`config.mk`:
```
export PLATFORM = sky130hd
export DESIGN_NAME = rfsh_sched
export DESIGN_NICKNAME = d
export VERILOG_FILES = /design/src/rtl/rfsh_pkg.sv /design/src/rtl/rfsh_seq.sv /design/src/rtl/rfsh_timer.sv /design/src/rtl/rfsh_backlog.sv /design/src/rtl/rfsh_row.sv /design/src/rtl/rfsh_sched.sv
export SDC_FILE = /design/constraint.sdc
export NUM_CORES = 1
export LEC_CHECK = 0
export ABC_CLOCK_PERIOD_IN_PS = 6500
export BUFFER_PORTS_ARGS = -buffer_cell sky130_fd_sc_hd__buf_2
export CAP_MARGIN = 20
export CORE_ASPECT_RATIO = 0.75
export CORE_UTILIZATION = 45
export CTS_CLUSTER_DIAMETER = 150
export DETAILED_ROUTE_END_ITERATION = 8
export PLACE_DENSITY = 0.62
export SYNTH_ARGS = -nofsm -noshare
export SYNTH_HDL_FRONTEND = slang
export SYNTH_SLANG_ARGS = --single-unit
```
`constraint.sdc`:
```
create_clock -name clk -period 6.5 [get_ports clk]
set_clock_uncertainty 0.05 [all_clocks]
set_input_delay 0.325 -clock clk [delete_from_list [all_inputs] [get_ports clk]]
set_output_delay 0.325 -clock clk [all_outputs]
set_load 0.03 [all_outputs]
```
`src/rtl/rfsh_pkg.sv`:
```
package rfsh_pkg;
  typedef enum logic [1:0] {
    PH_PAUSE = 2'd0,
    PH_DUMMY = 2'd1,
    PH_RUN   = 2'd2
  } rfsh_phase_e;
endpackage

```
`src/rtl/rfsh_seq.sv`:
```
// Power-up phase controller: quiet pause, then dummy refreshes, then run.
module rfsh_seq
  import rfsh_pkg::*;
#(
  parameter int PAUSE_CYC = 25600,
  parameter int DUMMY_CNT = 8
) (
  input  logic        clk,
  input  logic        rst_n,
  input  logic        ack_ok,
  output rfsh_phase_e phase
);
  localparam int PW = (PAUSE_CYC > 2) ? $clog2(PAUSE_CYC) : 1;
  localparam int DW = (DUMMY_CNT > 1) ? $clog2(DUMMY_CNT + 1) : 1;

  rfsh_phase_e   phase_q, phase_d;
  logic [PW-1:0] pcnt_q, pcnt_d;
  logic [DW-1:0] dcnt_q, dcnt_d;
  logic          pcnt_en, dcnt_en;

  always_comb begin
    phase_d = phase_q;
    pcnt_d  = pcnt_q + PW'(1);
    dcnt_d  = dcnt_q + DW'(1);
    pcnt_en = 1'b0;
    dcnt_en = 1'b0;
    unique case (phase_q)
      PH_PAUSE: begin
        pcnt_en = 1'b1;
        if (pcnt_q == PW'(PAUSE_CYC - 1)) begin
          phase_d = PH_DUMMY;
          pcnt_d  = '0;
        end
      end
      PH_DUMMY: begin
        dcnt_en = ack_ok;
        if (ack_ok && (dcnt_q == DW'(DUMMY_CNT - 1))) phase_d = PH_RUN;
      end
      default: phase_d = PH_RUN;
    endcase
  end

  always_ff @(posedge clk or negedge rst_n) begin
    if (!rst_n) begin
      phase_q <= PH_PAUSE;
      pcnt_q  <= '0;
      dcnt_q  <= '0;
    end else begin
      phase_q <= phase_d;
      if (pcnt_en) pcnt_q <= pcnt_d;
      if (dcnt_en) dcnt_q <= dcnt_d;
    end
  end

  assign phase = phase_q;
endmodule

```
`src/rtl/rfsh_timer.sv`:
```
// Interval timer: one tick every INTERVAL enabled cycles.
module rfsh_timer #(
  parameter int INTERVAL = 3900
) (
  input  logic clk,
  input  logic rst_n,
  input  logic en,
  output logic tick
);
  localparam int TW = (INTERVAL > 2) ? $clog2(INTERVAL) : 1;

  logic [TW-1:0] tmr_q, tmr_d;
  logic          at_end;

  assign at_end = (tmr_q == TW'(INTERVAL - 1));
  assign tick   = en && at_end;

  always_comb begin
    tmr_d = at_end ? '0 : tmr_q + TW'(1);
  end

  always_ff @(posedge clk or negedge rst_n) begin
    if (!rst_n) tmr_q <= '0;
    else if (en) tmr_q <= tmr_d;
  end
endmodule

```
`src/rtl/rfsh_backlog.sv`:
```
// Saturating count of refreshes owed but not yet performed.
module rfsh_backlog #(
  parameter int MAX_PEND = 8
) (
  input  logic clk,
  input  logic rst_n,
  input  logic tick,
  input  logic take,
  output logic owed
);
  localparam int CW = $clog2(MAX_PEND + 1);

  logic [CW-1:0] cnt_q, cnt_d;
  logic          full, cnt_en;

  assign full = (cnt_q == CW'(MAX_PEND));

  always_comb begin
    cnt_d  = cnt_q;
    cnt_en = 1'b0;
    if (tick && !take && !full) begin
      cnt_d  = cnt_q + CW'(1);
      cnt_en = 1'b1;
    end else if (take && !tick && (cnt_q != '0)) begin
      cnt_d  = cnt_q - CW'(1);
      cnt_en = 1'b1;
    end
  end

  always_ff @(posedge clk or negedge rst_n) begin
    if (!rst_n) cnt_q <= '0;
    else if (cnt_en) cnt_q <= cnt_d;
  end

  assign owed = (cnt_q != '0);
endmodule

```
`src/rtl/rfsh_row.sv`:
```
// Row pointer for row-address-only refresh.
module rfsh_row #(
  parameter int ROW_W = 9
) (
  input  logic             clk,
  input  logic             rst_n,
  input  logic             step,
  output logic [ROW_W-1:0] row
);
  logic [ROW_W-1:0] row_q, row_d;

  always_comb row_d = row_q + ROW_W'(1);

  always_ff @(posedge clk or negedge rst_n) begin
    if (!rst_n) row_q <= '0;
    else if (step) row_q <= row_d;
  end

  assign row = row_q;
endmodule

```
`src/rtl/rfsh_sched.sv`:
```
// Top: refresh and power-up scheduler.
module rfsh_sched
  import rfsh_pkg::*;
#(
  parameter int PAUSE_CYC = 25600,
  parameter int INTERVAL  = 3900,
  parameter int DUMMY_CNT = 8,
  parameter int MAX_PEND  = 8,
  parameter int ROW_W     = 9
) (
  input  logic             clk,
  input  logic             rst_n,
  input  logic             ras_only,
  input  logic             ref_ack,
  output logic             ref_req,
  output logic             init_done,
  output logic [ROW_W-1:0] ref_row
);
  rfsh_phase_e phase;
  logic        ack_ok, tick, owed, in_run;

  assign in_run    = (phase == PH_RUN);
  assign ref_req   = (phase == PH_DUMMY) || (in_run && owed);
  assign ack_ok    = ref_req && ref_ack;
  assign init_done = in_run;

  rfsh_seq #(.PAUSE_CYC(PAUSE_CYC), .DUMMY_CNT(DUMMY_CNT)) u_seq (
    .clk(clk), .rst_n(rst_n), .ack_ok(ack_ok), .phase(phase)
  );

  rfsh_timer #(.INTERVAL(INTERVAL)) u_timer (
    .clk(clk), .rst_n(rst_n), .en(in_run), .tick(tick)
  );

  rfsh_backlog #(.MAX_PEND(MAX_PEND)) u_backlog (
    .clk(clk), .rst_n(rst_n), .tick(tick), .take(ack_ok && in_run), .owed(owed)
  );

  rfsh_row #(.ROW_W(ROW_W)) u_row (
    .clk(clk), .rst_n(rst_n), .step(ack_ok && ras_only), .row(ref_row)
  );
endmodule

```
==> implementation parameters, run 1 <==
Parameter                              Value

Timing
  RSZ-0062 raised after global routing    false
  Sum of negative setup slack    0 ps
  Achievable clock frequency    351.3 MHz
  Slew at the pin with the worst max-slew slack    668.4 ps
  Setup slack after layout    roughly 3700 ps
  Max Transition Viols Final    0
  Worst slew margin relative to its limit    0.5534
  Number of endpoints failing setup at the final stage    0
  Final hold vios    0
  Post-layout minimum cycle time    2847 ps
  Fin crit share    0.4379

Placed design
  Placer's final routability congestion estimate    0.7849
  # port buffers    14
  Final HPWL from detailed placement    3067 µm
  Number of cells after detailed placement    298
  Worst slack at placement    3648 ps

Hold path
  Type of the tightest min-delay check    in -> reg
  Hold EP    u_seq.dcnt_q[2]
  Hold path cells    3
  Hold Startpoint    ref_ack

Setup path
  CP Class    reg -> reg
  Crit path max fanout    14
  Cell type with the highest occurrence count on the critical path    nand2_1
  Setup crit start kind    flip-flop
  Startpoint of the most critical register-to-register path    u_seq.phase[0]
  Delay of the slowest critical-path stage    490 ps
  Endpoint of the most critical register-to-register path    u_backlog.cnt_q[3]
  Series of cell instances along the critical path    nand2b_1, inv_2, nand2_1, a21o_1, nand3_1, ha_1, a21oi_1, nand2_1, o311ai_0, o31ai_1
  CP required    6610 ps
  Crit. End Element    flip-flop
  Signal arrival time at the worst endpoint    approximately 3000 ps
  Slack of the worst reg-to-reg path    3650 ps
  R2R depth    10
  Highest-delay cell along the critical path    nand2b_1

Clock network
  CTS Buf Count    5
  Clock insertion delay at the later pin of the skew report    about 290 ps
  Clock root buffer    clkbuf_8
  Clock H-tree levels    2
  CTS clock-pin slew for the worst setup and hold paths    around 80 ps
  Resized cells post-CTS    0
  Number of clock sinks    46
  Clock tree from TritonCTS    done
  Clock Path Buffers    2
  Number of buffers inserted to repair setup after CTS    0

Floorplanning
  Number of cell rows    22
  CORE AREA    between 0.004 and 0.005 mm²
  Horizontal extent of the die    85.31 µm
  Starting density of the core    0.4727
  Vert. Die Dim    64.48 µm
  Die footprint    about 0.0055 mm²
  Top-level I/O count    15

Route
  Vias per std cell    5.557
  Via count    ~1,700
  Number of search-and-repair iterations in the first detailed-routing pass    4
  Post-Route WL    4287 µm
  Routed length per instance    between 10 and 15 µm
  First-iteration detailed-routing DRC count    104
  ANT nets after route    0
  DRC violation count after routing    0

Global route
  First-pass GRT wire length    7534 µm
  Via count of the first global-routing pass    1,584
  Pin count of the biggest net entering global routing    47
  Initial antenna violation count    0
  Total routing usage reported by global routing    0.1778
  Remaining Overflow, GRT    0

Synth
  Number of storage elements in the synthesis netlist    between 40 and 50
  Sequential fraction of the synthesis area    0.4915
  Number of synthesized flops with an enable pin    0
  Largest area contributor in the synthesized netlist    dfrtp_1
  Yosys warning count    0
  Prevailing post-synth register cell    dfrtp_1
  Summed instance area of the synthesized netlist    0.002342 mm²
  Syn nets    240
  Area share of the largest cell type after synthesis    0.4915
  Number of unique standard cell types used by synthesis    42
  Largest cells by area after synthesis    dfrtp_1, xnor2_1, nand2_1, nand4_1, xor2_1
  Number of instances in the synthesized netlist    229
  Async S/R FF share, synth    1.000
  Average cell area after synthesis    roughly 10 µm²

Final layout
  Share of final-layout standard cells stronger than drive strength 1    0.1377
  Count of filler cells inserted in the layout    451
  Most common library cell in the layout ignoring fill and taps    dfrtp_1
  Commonest cells after routing, fill and taps aside    dfrtp_1, nand2_1, xnor2_1
  Nets    259
  Layout Area Growth over Synthesis    10.36%
  Util after Layout    0.5217
  Antenna diode count    0
  Fin cells    307

Power
  Lkg Pwr    about 1.2 nW
  Power Dens Cells    180.9 mW/mm²
  Worst supply voltage drop on vdd    0.09498 mV
  Post-layout power    about 470 µW

Run
  Total of max-cap violations    0

Status
  Status    finished, final reports clean
-- flip-flops by register name (all words and copies together) (netlist names) --
signal / flops
u_seq.dcnt_q: 4
u_row.row: 9
u_timer.tmr_q: 12
u_seq.phase: 2
u_backlog.cnt_q: 4
u_seq.pcnt_q: 15
-- cell type report --
class	instances	area, µm²	share of cell area
Multi-Input combinational cell	174	1156	0.4472
Sequential cell	46	1151	0.4453
Timing Repair Buffer	17	105.1	0.04066
Clock buffer	6	82.58	0.03195
Tap cell	60	75.07	0.02904
Inverter	4	15.01	0.005808
-- power breakdown --
part / total (mW) / internal, mW / leakage [nW] / switching, mW
clock: 0.170 / 0.0821 / 0.0431 / 0.0881
combinational: 0.0106 / 0.00280 / 0.523 / 0.00775
sequential: 0.287 / 0.286 / 0.627 / 0.000626
-- stage by stage --
step / hold slack [ps] / area [µm²]
floorplan: -20.59 / 2342
global placement: 397.3 / 2467
detailed placement: 402.7 / 2467
CTS: 184.3 / 2550
global route: 327.4 / 2585
finish: 326.8 / 2585
-- worst max-delay path: cells and delay by family, from the launching register on --
family | cells | cell delay, ps
simple gates | 4 | 930
fa+ha+maj | 1 | 370
flops | 1 | 420
buf+inv | 1 | 180
compound gates | 4 | 770
-- timing repair --
action                                  in CTS  in global routing
endpoints found under the hold margin        0                  7
hold buffers                                 0                  1
endpoints found under the setup margin       0                  0
-- worst max path at each step --
stage / from / end / slack (ps) / cells after the start
final: u_seq.phase[0] / u_backlog.cnt_q[3] / 3650 / 10
after global routing: u_seq.phase[0] / u_backlog.cnt_q[3] / 3390 / 10
after CTS: u_seq.phase[0] / u_backlog.cnt_q[3] / 3640 / 10
after detailed placement: u_seq.phase[0] / u_backlog.cnt_q[3] / 3650 / 10
after global placement: u_seq.phase[0] / u_backlog.cnt_q[3] / 3800 / 10
after floorplan: u_seq.phase[0] / u_backlog.cnt_q[3] / 4100 / 9
-- cell families (layout without fill, tap and decap cells) --
| family | Yosys count | after routing | synth area share |
|---|---|---|---|
| AND/OR/NAND/NOR | 101 | 101 | 0.2286 |
| XOR/XNOR | 27 | 27 | 0.1010 |
| buffers and inverters | 9 | 27 | 0.01495 |
| AO/OA/AOI/OAI | 33 | 33 | 0.09508 |
| multiplexers | 6 | 6 | 0.02831 |
| adder cells (fa/ha/maj) | 7 | 7 | 0.04060 |
| flip-flops | 46 | 46 | 0.4915 |
-- Yosys cell counts (2+ instances only) --
| cell | n |
|---|---|
| nor4_2 | 3 |
| o21ai_0 | 12 |
| dfrtp_1 | 46 |
| xnor2_1 | 17 |
| a31oi_1 | 3 |
| nor2_1 | 14 |
| and3_1 | 3 |
| ha_1 | 6 |
| xor2_1 | 10 |
| nand4_1 | 14 |
| nor3_1 | 7 |
| nand2_1 | 28 |
| a21oi_1 | 5 |
| inv_1 | 3 |
| mux2_2 | 3 |
| a21o_1 | 4 |
| nand4b_1 | 2 |
| o31ai_1 | 2 |
| o21bai_1 | 2 |
| mux2_1 | 2 |
| nand3_1 | 16 |
| and4_1 | 3 |
| nand2b_1 | 2 |
| clkbuf_1 | 4 |
-- metal layers --
layer / vias up / global-route usage / share of wire
met5: - / 0 / 0
met4: 0 / 0.06250 / 0.013
met3: 4 / 0.04204 / 0.049
met2: 37 / 0.2581 / 0.40
met1: 803 / 0.2603 / 0.54
li1: 862 / - / -
No activity file was read; power rests on OpenSTA's default activity.
==> run 2, diff against run 1 <==
Settings changed: ABC_CLOCK_PERIOD_IN_PS 6500 to 2750.
Clock period 6.5 ns to 2.75 ns, I/O delays scaled along.
==> run 2 against run 1 <==
Core utilization grew 1.7 points. Die area unchanged. Combinational power increased by 150%. Routed wire length rose by 2.0%. Sequential share of layout area fell by 1.4 points. Critical path depth shrank 1. First-iteration DRC count fell by 9.6%. Via count is 2.6% higher. Sequential power rose by 140%. Critical path type unchanged. Critical endpoint unchanged.
==> implementation parameters, run 2 (same netlist as run 1, synthesis figures left out) <==
Parameter                              Value

Status
  Status    finished, final reports clean

Route
  ANT nets after route    0
  Vias per std cell    5.556
  DRC violation count after routing    0
  Routed length per instance    13.88 µm
  Via count    1,750
  First-iteration detailed-routing DRC count    94
  Post-Route WL    4372 µm
  Number of search-and-repair iterations in the first detailed-routing pass    4

Floorplanning
  Die footprint    between 0.005 and 0.006 mm²
  Number of cell rows    22
  CORE AREA    0.004955 mm²
  Top-level I/O count    15
  Vert. Die Dim    64.48 µm
  Horizontal extent of the die    85.31 µm
  Starting density of the core    0.4727

Final layout
  Most common library cell in the layout ignoring fill and taps    dfrtp_1
  Share of final-layout standard cells stronger than drive strength 1    0.1647
  Area of the multi-input gates    0.001156 mm²
  Commonest cells after routing, fill and taps aside    dfrtp_1, nand2_1, xnor2_1
  Fin cells    between 300 and 400
  Antenna diode count    0
  Number of flip-flops under the largest register name    15
  Register with the most flip-flops    u_seq.pcnt_q
  Nets    265
  Layout Area Growth over Synthesis    13.94%
  Area used by sequential logic in the layout    about 0.0012 mm²
  Util after Layout    0.5386
  Count of filler cells inserted in the layout    436

Timing
  RSZ-0062 raised after global routing    false
  Worst slew margin relative to its limit    0.6201
  Max Transition Viols Final    0
  Sum of negative setup slack    0 ps
  Final hold vios    0
  Achievable clock frequency    405.0 MHz
  Post-layout minimum cycle time    2469 ps
  Fin crit share    0.8978
  Number of endpoints failing setup at the final stage    0
  Worst hold margin    133.0 ps
  Setup slack after layout    281.1 ps
  Slew at the pin with the worst max-slew slack    569.9 ps

Setup path
  Cell type with the highest occurrence count on the critical path    nand2_1
  Signal arrival time at the worst endpoint    2590 ps
  Buffers & Inverters on Critical Path    0
  Critical Path Stages    9
  Startpoint of the most critical register-to-register path    u_timer.tmr_q[4]
  CP required    approximately 2900 ps
  Delay of the slowest critical-path stage    420 ps
  R2R depth    9
  Series of cell instances along the critical path    and4b_1, nand2_1, nor4_2, nand3_1, ha_1, a21oi_1, nand2_1, o311ai_1, o31ai_1
  Crit. End Element    flip-flop
  Highest-delay cell along the critical path    dfrtp_2
  Worst setup startpoint    u_timer.tmr_q[4]
  CP Class    reg -> reg
  Crit path max fanout    7
  Worst path top cell family by delay    simple AND/OR/NAND/NOR gates
  Setup crit start kind    flip-flop

Clock network
  Number of clock sinks    46
  Number of buffers inserted to repair setup after CTS    0
  Clock H-tree levels    2
  CTS clock-pin slew for the worst setup and hold paths    80 ps
  Clock root buffer    clkbuf_8
  Clock insertion delay at the later pin of the skew report    roughly 300 ps
  CTS Buf Count    5
  Clock tree from TritonCTS    done
  Clock Path Buffers    2

Global route
  First-pass GRT wire length    around 7900 µm
  Pin count of the biggest net entering global routing    47
  Total routing usage reported by global routing    0.1852
  Initial antenna violation count    0
  Remaining Overflow, GRT    0
  Via count of the first global-routing pass    about 1,700

Placed design
  Placer's final routability congestion estimate    0.8425
  Final HPWL from detailed placement    3064 µm
  Worst slack at placement    175.7 ps
  # port buffers    14
  Number of cells after detailed placement    305

Power
  Power Dens Cells    around 450 mW/mm²
  Worst supply voltage drop on vdd    approximately 0.22 mV
  Lkg Pwr    1.234 nW

Hold path
  Type of the tightest min-delay check    in -> reg
  Hold Startpoint    ref_ack
  Hold path cells    3

Run
  Total of max-cap violations    0
-- run 2: changes by cell type in the layout (fill, tap and decap cells not counted), sizes merged --
cell	delta
buf	+6
bufinv	+1
clkinvlp	+1
-- run 2: worst paths after layout --
check	endpoint	slack, ps
hold reg to reg	u_seq.dcnt_q[3]	420
max in group asynchronous	u_seq.pcnt_q[0]	1830
setup reg to reg	u_backlog.cnt_q[3]	280
hold / removal	u_seq.dcnt_q[2]	130
setup / recovery	u_backlog.cnt_q[3]	280
min in group asynchronous	u_backlog.cnt_q[1]	310
-- run 2: metrics by stage --
step,cell area [µm²],power (mW)
2_1_floorplan,2342,0.6957
5_1_grt,2669,1.256
3_5_place_dp,2520,0.7131
6_report,2669,1.207
4_1_cts,2640,1.215
3_3_place_gp,2520,0.7130
-- run 2: timing repair --
action / CTS / global route
endpoints found under the setup margin: 0 / 1
hold endpoints to repair: 13 / 0
resized for setup: 0 / 2
hold buffers: 1 / 0
-- run 2: cell type report --
class	instances	share of cell area
inverters	4	0.005626
repair buffers	23	0.06001
clock buffers	6	0.02719
flip-flops and latches	46	0.4318
clock inverters	2	0.01406
multi-input cells	174	0.4332
well taps	60	0.02813
-- run 2: power breakdown --
group	internal [mW]	switching [mW]
clock network	0.271	0.232
logic	0.00764	0.0185
registers	0.676	0.00139
total	0.955	0.252
-- run 2: tightest hold or removal path, stage by stage --
cell	delay, ps
buf_2	150
nand3_1	90
xnor2_1	60
-- run 2: per-layer routing --
layer,vias up,global-route usage,routed length [µm]
li1,873,-,-
met1,832,0.2800,2395
met2,37,0.2661,1772
met3,8,0.04331,149
met4,0,0.05000,55
met5,-,0,0
